## config.mk

```make
export PLATFORM = sky130hd
export DESIGN_NAME = tcc_chain
export DESIGN_NICKNAME = d
export VERILOG_FILES = /design/src/rtl/tcc_pkg.sv /design/src/rtl/tcc_timer.sv /design/src/rtl/tcc_cmp_cell.sv /design/src/rtl/tcc_chain.sv
export SDC_FILE = /design/constraint.sdc
export NUM_CORES = 1
export LEC_CHECK = 0
export ABC_AREA = 1
export BUFFER_PORTS_ARGS = -buffer_cell sky130_fd_sc_hd__clkbuf_2
export CAP_MARGIN = 20
export CORE_MARGIN = 5
export CORE_UTILIZATION = 45
export DETAILED_ROUTE_END_ITERATION = 8
export PLACE_DENSITY_LB_ADDON = 0.08
export SLEW_MARGIN = 20
export SYNTH_ARGS = -nofsm -noshare
export SYNTH_HDL_FRONTEND = slang
export SYNTH_SLANG_ARGS = --single-unit
```

## constraint.sdc

```tcl
create_clock -name clk -period 2.19 [get_ports clk]
set_input_delay 0.219 -clock clk [delete_from_list [all_inputs] [get_ports clk]]
set_output_delay 0.219 -clock clk [all_outputs]
set_load 0.03 [all_outputs]
```

## src/rtl/tcc_pkg.sv

```systemverilog
package tcc_pkg;

    typedef enum logic [2:0] {
        ACT_HOLD = 3'd0,
        ACT_SET  = 3'd1,
        ACT_CLR  = 3'd2,
        ACT_TOG  = 3'd3,
        ACT_COPY = 3'd4
    } act_e;

    typedef enum logic [1:0] {
        QUAL_ALWAYS = 2'd0,
        QUAL_HIGH   = 2'd1,
        QUAL_LOW    = 2'd2,
        QUAL_NEVER  = 2'd3
    } qual_e;

    typedef struct packed {
        act_e  act;
        qual_e qual;
        logic  restart;
        logic  link;
    } cell_ctl_t;

    localparam cell_ctl_t CTL_RESET = '{act: ACT_HOLD, qual: QUAL_ALWAYS,
                                        restart: 1'b0, link: 1'b0};

    function automatic logic qual_ok(qual_e q, logic sel);
        case (q)
            QUAL_ALWAYS: return 1'b1;
            QUAL_HIGH:   return sel;
            QUAL_LOW:    return !sel;
            default:     return 1'b0;
        endcase
    endfunction

    function automatic logic apply_act(act_e a, logic base, logic incoming);
        case (a)
            ACT_SET:  return 1'b1;
            ACT_CLR:  return 1'b0;
            ACT_TOG:  return !base;
            ACT_COPY: return incoming;
            default:  return base;
        endcase
    endfunction

endpackage

```

## src/rtl/tcc_timer.sv

```systemverilog
module tcc_timer #(
    parameter int TW = 16
) (
    input  logic          clk,
    input  logic          rst,
    input  logic          cnt_en,
    input  logic          restart,
    output logic [TW-1:0] tmr
);
    always_ff @(posedge clk) begin
        if (rst) begin
            tmr <= '0;
        end else if (cnt_en) begin
            if (restart) tmr <= '1;
            else         tmr <= tmr + 1'b1;
        end
    end
endmodule

```

## src/rtl/tcc_cmp_cell.sv

```systemverilog
module tcc_cmp_cell
    import tcc_pkg::*;
#(
    parameter int TW = 16
) (
    input  logic          clk,
    input  logic          rst,
    input  logic          cnt_en,
    input  logic          sel_in,
    input  logic [TW-1:0] tmr,
    input  logic          wr_en,
    input  logic [TW-1:0] wr_cmp,
    input  cell_ctl_t     wr_ctl,
    input  logic          in_val,
    input  logic          in_evt,
    output logic          nxt_val,
    output logic          out_evt,
    output logic          restart_req,
    output logic          q
);
    logic [TW-1:0] cmp_q;
    cell_ctl_t     ctl_q;
    logic          hit;
    logic          take;
    logic          base;

    always_ff @(posedge clk) begin
        if (rst) begin
            cmp_q <= '1;
            ctl_q <= CTL_RESET;
        end else if (wr_en) begin
            cmp_q <= wr_cmp;
            ctl_q <= wr_ctl;
        end
    end

    always_comb begin
        hit         = cnt_en && qual_ok(ctl_q.qual, sel_in) && (tmr == cmp_q);
        take        = ctl_q.link && in_evt;
        base        = take ? in_val : q;
        nxt_val     = hit ? apply_act(ctl_q.act, base, in_val) : base;
        out_evt     = hit || take;
        restart_req = hit && ctl_q.restart;
    end

    always_ff @(posedge clk) begin
        if (rst) q <= 1'b0;
        else     q <= nxt_val;
    end
endmodule

```

## src/rtl/tcc_chain.sv

```systemverilog
module tcc_chain
    import tcc_pkg::*;
#(
    parameter int TW   = 16,
    parameter int NCMP = 4,
    localparam int IW  = (NCMP > 1) ? $clog2(NCMP) : 1
) (
    input  logic            clk,
    input  logic            rst,
    input  logic            cnt_en,
    input  logic            sel_in,
    input  logic            tmr_mode,
    input  logic            cfg_we,
    input  logic [IW-1:0]   cfg_idx,
    input  logic [TW-1:0]   cfg_cmp,
    input  logic [2:0]      cfg_act,
    input  logic [1:0]      cfg_sel,
    input  logic            cfg_restart,
    input  logic            cfg_link,
    output logic [TW-1:0]   tmr_val,
    output logic [NCMP-1:0] cell_out
);
    logic [NCMP:0]   val_w;
    logic [NCMP:0]   evt_w;
    logic [NCMP-1:0] rst_vec;
    logic            restart_any;
    cell_ctl_t       wr_ctl;

    assign wr_ctl = '{act: act_e'(cfg_act), qual: qual_e'(cfg_sel),
                      restart: cfg_restart, link: cfg_link};

    // The timer cell drives no signal of its own into the chain.
    assign val_w[0] = 1'b0;
    assign evt_w[0] = 1'b0;

    assign restart_any = tmr_mode && (|rst_vec);

    tcc_timer #(.TW(TW)) u_timer (
        .clk     (clk),
        .rst     (rst),
        .cnt_en  (cnt_en),
        .restart (restart_any),
        .tmr     (tmr_val)
    );

    for (genvar i = 0; i < NCMP; i++) begin : g_cell
        logic wr_hit;
        assign wr_hit = cfg_we && (cfg_idx == IW'(i));

        tcc_cmp_cell #(.TW(TW)) u_cell (
            .clk         (clk),
            .rst         (rst),
            .cnt_en      (cnt_en),
            .sel_in      (sel_in),
            .tmr         (tmr_val),
            .wr_en       (wr_hit),
            .wr_cmp      (cfg_cmp),
            .wr_ctl      (wr_ctl),
            .in_val      (val_w[i]),
            .in_evt      (evt_w[i]),
            .nxt_val     (val_w[i+1]),
            .out_evt     (evt_w[i+1]),
            .restart_req (rst_vec[i]),
            .q           (cell_out[i])
        );
    end
endmodule

```

## Yosys cells after proc, flatten, opt, wreduce, memory -nomap -nowiden

Cells that the tools add are included.

| storage, ports and cells | value |
|---|---|
| register bits after elaboration | 111 |
| latch bits | 0 |
| RAM bits | 0 |
| ROM bits | 0 |
| output and inout port bits | 20 |
| memories | 0 |

| operators by class | value |
|---|---|
| add/subtract/negate cells | 1 |
| multipliers | 0 |
| div/mod/pow operators | 0 |
| $lt $le $gt $ge | 0 |
| eq/ne operators | 31 |
| shifts and indexed selects | 0 |
| mux-type cells | 16 |
| bitwise operators | 0 |
| reductions and logical operators | 34 |

Operators by type and width:

| kind | count |
|---|---|
| equality test 16 bit | 4 |
| equality test 3 x 2 -> 1 bit, second input constant | 8 |
| logical AND 1 bit | 20 |
| adder 16 x 1 -> 16 bit, second input constant | 1 |
| two-way mux 16 bit | 1 |
| case mux 1 bit (3 select lines) | 5 |
| equality test 2 bit, second input constant | 6 |
| equality test 3 x 1 -> 1 bit, second input constant | 4 |
| equality test 3 bit, second input constant | 4 |
| case mux 1 bit (4 select lines) | 3 |
| equality test 2 x 1 -> 1 bit, second input constant | 5 |
| zero test 2 bit | 5 |
| two-way mux 1 bit | 7 |
| zero test 1 bit | 5 |
| OR reduction 4 bit | 1 |
| logical OR 1 bit | 2 |
| OR reduction 2 bit | 1 |

## Longest topological paths before layout

| logic depth | value |
|---|---|
| depth after elaboration | 17 |
| depth in mapped cells | 23 |

## Modules after synthesis

From an unflattened synthesis, not the netlist that was laid out.

| unflattened totals | value |
|---|---|
| cells, all modules | 1034 |
| area, all modules | 6251.0 sq um |

By module, submodules not included:

| module | times used | cells each | area each (sq um) | seq. area each (sq um) |
|---|---|---|---|---|
| tcc_cmp_cell | 4 | 218 | 1308.8 | 480.5 |
| tcc_timer | 1 | 150 | 959.7 | 320.3 |
| tcc_chain | 1 | 12 | 56.3 | 0.0 |

## Least setup slack after synthesis

Ideal clock, no wire load.

| path | value |
|---|---|
| path kind | register to register |
| start | register u_timer.tmr[0] |
| end | register g_cell[3].u_cell.q |
| setup time | 111 ps |
| data arrival time | 2019 ps |
| required time | 2079 ps |
| setup slack | 60 ps |
| cell stages (with the launch flop) | 21 |
| path buffers | 1 |
| path through | dfxtp_1 buf_4 inv_2 nand2_1 nand2_1 nor2_1 nand3_2 nor2_4 nand3_1 nand3_1 nand2_1 inv_2 nand2_4 nand3_2 nand3_1 nand3_2 nand2_1 inv_1 nand2_1 inv_1 nor2_2 |

| between the ends | value |
|---|---|
| cells in the longest elaborated chain, start to end | 15 |

Ends and longest elaborated chain:

| item | line | RTL |
|---|---|---|
| from (decl) | tcc_timer.sv:8 | `output logic [TW-1:0] tmr` |
| from (signal assigned) | tcc_timer.sv:15 | `else tmr <= tmr + 1'b1;` |
| equality test 16 bit | tcc_cmp_cell.sv:38 | `hit = cnt_en && qual_ok(ctl_q.qual, sel_in) && (tmr == cmp_q);` |
| logical AND 1 bit | tcc_cmp_cell.sv:38 |  |
| two-way mux 1 bit / logical AND 1 bit (equally long branches) | tcc_cmp_cell.sv:41, tcc_cmp_cell.sv:39 |  |
| two-way mux 1 bit | tcc_cmp_cell.sv:40 | `base = take ? in_val : q;` |
| zero test 1 bit | tcc_pkg.sv:41 | `ACT_TOG: return !base;` |
| case mux 1 bit (4 select lines) | tcc_pkg.sv:38 | `case (a)` |
| two-way mux 1 bit | tcc_cmp_cell.sv:41 | `nxt_val = hit ? apply_act(ctl_q.act, base, in_val) : base;` |
| two-way mux 1 bit | tcc_cmp_cell.sv:40 |  |
| zero test 1 bit | tcc_pkg.sv:41 |  |
| case mux 1 bit (4 select lines) | tcc_pkg.sv:38 |  |
| two-way mux 1 bit | tcc_cmp_cell.sv:41 |  |
| two-way mux 1 bit | tcc_cmp_cell.sv:40 |  |
| zero test 1 bit | tcc_pkg.sv:41 |  |
| case mux 1 bit (4 select lines) | tcc_pkg.sv:38 |  |
| two-way mux 1 bit (*) | tcc_cmp_cell.sv:41 |  |
| to (signal assigned) | tcc_cmp_cell.sv:48 | `else q <= nxt_val;` |
| to (decl) | tcc_cmp_cell.sv:19 | `output logic q` |

Every way passes the cells marked *; elsewhere a longest branch is shown, timed or not.
A chain may end at the register's enable or synchronous reset.

## Worst setup path after layout

| path | value |
|---|---|
| start | register u_timer.tmr[7] |
| end | register g_cell[3].u_cell.q |

Same word-level chain as after synthesis.

==> impl_metrics.json <==
{
  "min_path_type": "primary input to flop",
  "core_um2": 13300,
  "power_density_nw_per_um2": 578,
  "grt_max_degree": 90,
  "dieArea_um2": 16000,
  "regArea_um2": 2260,
  "whs_path_depth": 3,
  "r2r_slack_ns": 0.005,
  "grt_pass1_wl_mm": 35.9,
  "status": "finished clean",
  "postSynth.asyncResetShare_pct": 0,
  "holdWs_ns": 0.119,
  "path_max_fanout": 6,
  "hold_viol": 0,
  "p_leak_nw": 3.56,
  "grt_overflow": 0,
  "setup_tns_ns": 0,
  "finalPower_mw": 4.48,
  "io_buffer_count": 50,
  "synth_top_flop_cell": "dfxtp_1",
  "rsz0062_at_grt": "yes",
  "drive_above_1_share_pct": 27.3,
  "endpoint_kind": "flop",
  "antennaDiodeCount": 0,
  "cts-root-buf": "clkbuf_16",
  "drt-total-wl_mm": 23.3,
  "synth_area_leader_cell": "dfxtp_1",
  "ant_nets": 0,
  "netlist_area_um2": 6120,
  "synthTopCellsByArea": "dfxtp_1 (36%), nand2_1 (14%), nor2_1 (5.9%)",
  "ys_types": 45,
  "ios": 51,
  "syn-num-nets": 936,
  "fin_crit_sh_pct": 99.8,
  "drt_first_pass_iters": 7,
  "drv_slew": 0,
  "clk_pin_slew_ns": 0.07,
  "synth_edf_count": 0,
  "finalSetupViolCount": 0,
  "holdPathEnd": "g_cell[2].u_cell.cmp_q[15]",
  "skew_ns": 0.00615,
  "antenna_found_initial": 0,
  "grt_pass1_vias": 6391,
  "route.detailed.drc": 0,
  "start_util_pct": 46.1,
  "core.rowCount": 42,
  "hold_start": "cfg_cmp[15]",
  "r2r_cells": 17,
  "gp_congestion": 0.976,
  "multi_input_area_um2": 3500,
  "r2r_start": "u_timer.tmr[7]",
  "die_height_um": 127,
  "slew_headroom_pct": 28.3,
  "critPathArrivalTime_ns": 2.49,
  "finalCriticalPeriod_ns": 2.19,
  "timing.fmax_ghz": 0.458,
  "viasPerCell": 5.48,
  "cap_viol_max_count": 0,
  "final_nets": 1054,
  "worst_pin_slew_ns": 1.07,
  "grt_usage_pct": 29.0,
  "avgRoutedWirePerCell_um": 19.4,
  "avgSynthCellArea_um2": 6.78,
  "cts_sinks": 111,
  "yosysSeqAreaShare_pct": 36.3,
  "r2r-end": "g_cell[3].u_cell.q",
  "cts_buffers": 9,
  "fillCellCount": 1307,
  "cp.required_ns": 2.50,
  "worstSetupPathType": "flop to flop",
  "dp_hpwl_mm": 17.6,
  "synthCells": 904,
  "synth.top_cell.area_share_pct": 36.3,
  "start_kind": "flop",
  "dieWidth_um": 127,
  "htree_num_levels": 3,
  "vias": 6588,
  "drt_iter0_drc": 469,
  "ys_seq_elements": 111,
  "yosys_warnings": 0,
  "syn_to_final_growth_pct": 26.6,
  "clockBufferDepth": 2,
  "ir_worst_vdd_v": 0.000405,
  "tritoncts": "yes",
  "clk_latency_ns": 0.36
}
## sequential cells by signal (all words and copies together) (netlist names)
register	cells
g_cell.u_cell.cmp_q	64
g_cell.u_cell.ctl_q	27
u_timer.tmr	16
g_cell.u_cell.q	4
## per-layer routing
metal / global-route usage, % / routed length (um)
met5: 0 / 0
met4: 7.70 / 523
met1: 39.4 / 10500
met3: 3.91 / 1350
met2: 48.4 / 10900
## layout by cell type (no fill, tap or decap), drive strengths merged, types with 3 or more instances in the layout
cell type	instances
inv	105
o2111ai	4
o211ai	34
nor3	26
clkinv	3
nand3b	5
a31oi	3
nand3	57
xnor2	11
clkbuf	62
nor3b	4
dfxtp	111
nor4	10
or2	7
xor2	20
o21ai	47
buf	100
nor2	104
nand2	240
nand4	29
a21oi	36
## stage by stage
step | setup slack, ns | instance area, um^2 | std cells | util, %
finish | 0.00473 | 7750 | 1203 | 58.3
detailed placement | -0.187 | 7180 | 1188 | 54.0
CTS | 0.00498 | 7580 | 1204 | 57.0
global placement | -0.273 | 7180 | 1188 | 54.0
floorplan | 0.0599 | 6120 | 904 | -
global route | -0.105 | 7750 | 1203 | 58.3
## Yosys cell counts, types with 6 or more instances
cell type,number
inv_1,87
nand3_2,6
nor2_1,97
nand2_2,7
nand4_1,29
nor3_1,24
dfxtp_1,111
clkbuf_1,26
inv_2,15
or2_2,7
nand3_1,51
xnor2_1,9
o21ai_0,45
xor2_1,20
nand2_1,230
buf_4,11
nor4_1,10
o211ai_1,34
a21oi_1,35
## power by group
part           total, mW  switching (mW)  internal (mW)
combinational      0.585           0.380          0.204
sequential          2.16          0.0620           2.10
clock               1.73           0.781          0.954
## area by class of cell
| cell class | instances | area share [%] |
|---|---|---|
| flip-flops and latches | 111 | 29.2 |
| well taps | 176 | 2.84 |
| multi-input cells | 643 | 45.2 |
| inverters | 107 | 5.37 |
| repair buffers | 150 | 13.4 |
| clock inverters | 4 | 0.694 |
| clock buffers | 12 | 3.31 |
## worst max-delay path, stage by stage, from the launching register on
cell	delay (ns)
dfxtp_4	0.40
inv_2	0.04
nand2_1	0.05
nand2_1	0.09
nor2_1	0.18
nand2_1	0.07
nor3_1	0.15
buf_4	0.15
nand4_1	0.09
a21oi_2	0.21
inv_2	0.08
nand2_2	0.09
nand3_2	0.10
nand2_4	0.11
nand3_4	0.07
nand3_1	0.07
nand2_1	0.07
nor2_2	0.11
## kinds of logic after synthesis
group	Yosys count	share of synthesized area, %
AO/OA/AOI/OAI	126	12.2
flip-flops	111	36.3
adder cells (fa/ha/maj)	1	0.204
buffers and inverters	150	10.3
AND/OR/NAND/NOR	485	36.3
XOR/XNOR	31	4.68
## worst max path at each step
stage / from / to / cells after the start / slack (ns)
floorplan: u_timer.tmr[0] / g_cell[3].u_cell.q / 20 / 0.06
global placement: u_timer.tmr[13] / g_cell[3].u_cell.q / 12 / -0.27
detailed placement: u_timer.tmr[11] / g_cell[3].u_cell.q / 12 / -0.19
CTS: u_timer.tmr[4] / g_cell[3].u_cell.q / 18 / 0.005
global route: u_timer.tmr[1] / g_cell[3].u_cell.q / 16 / -0.10
finish: u_timer.tmr[7] / g_cell[3].u_cell.q / 17 / 0.005
## timing repair
item	CTS	global route
pin swaps	2	22
endpoints found under the setup margin	17	18
gates resized for setup	21	54
setup buffers	0	1
hold buffers	0	0
Power figures use the tool's default switching activity.
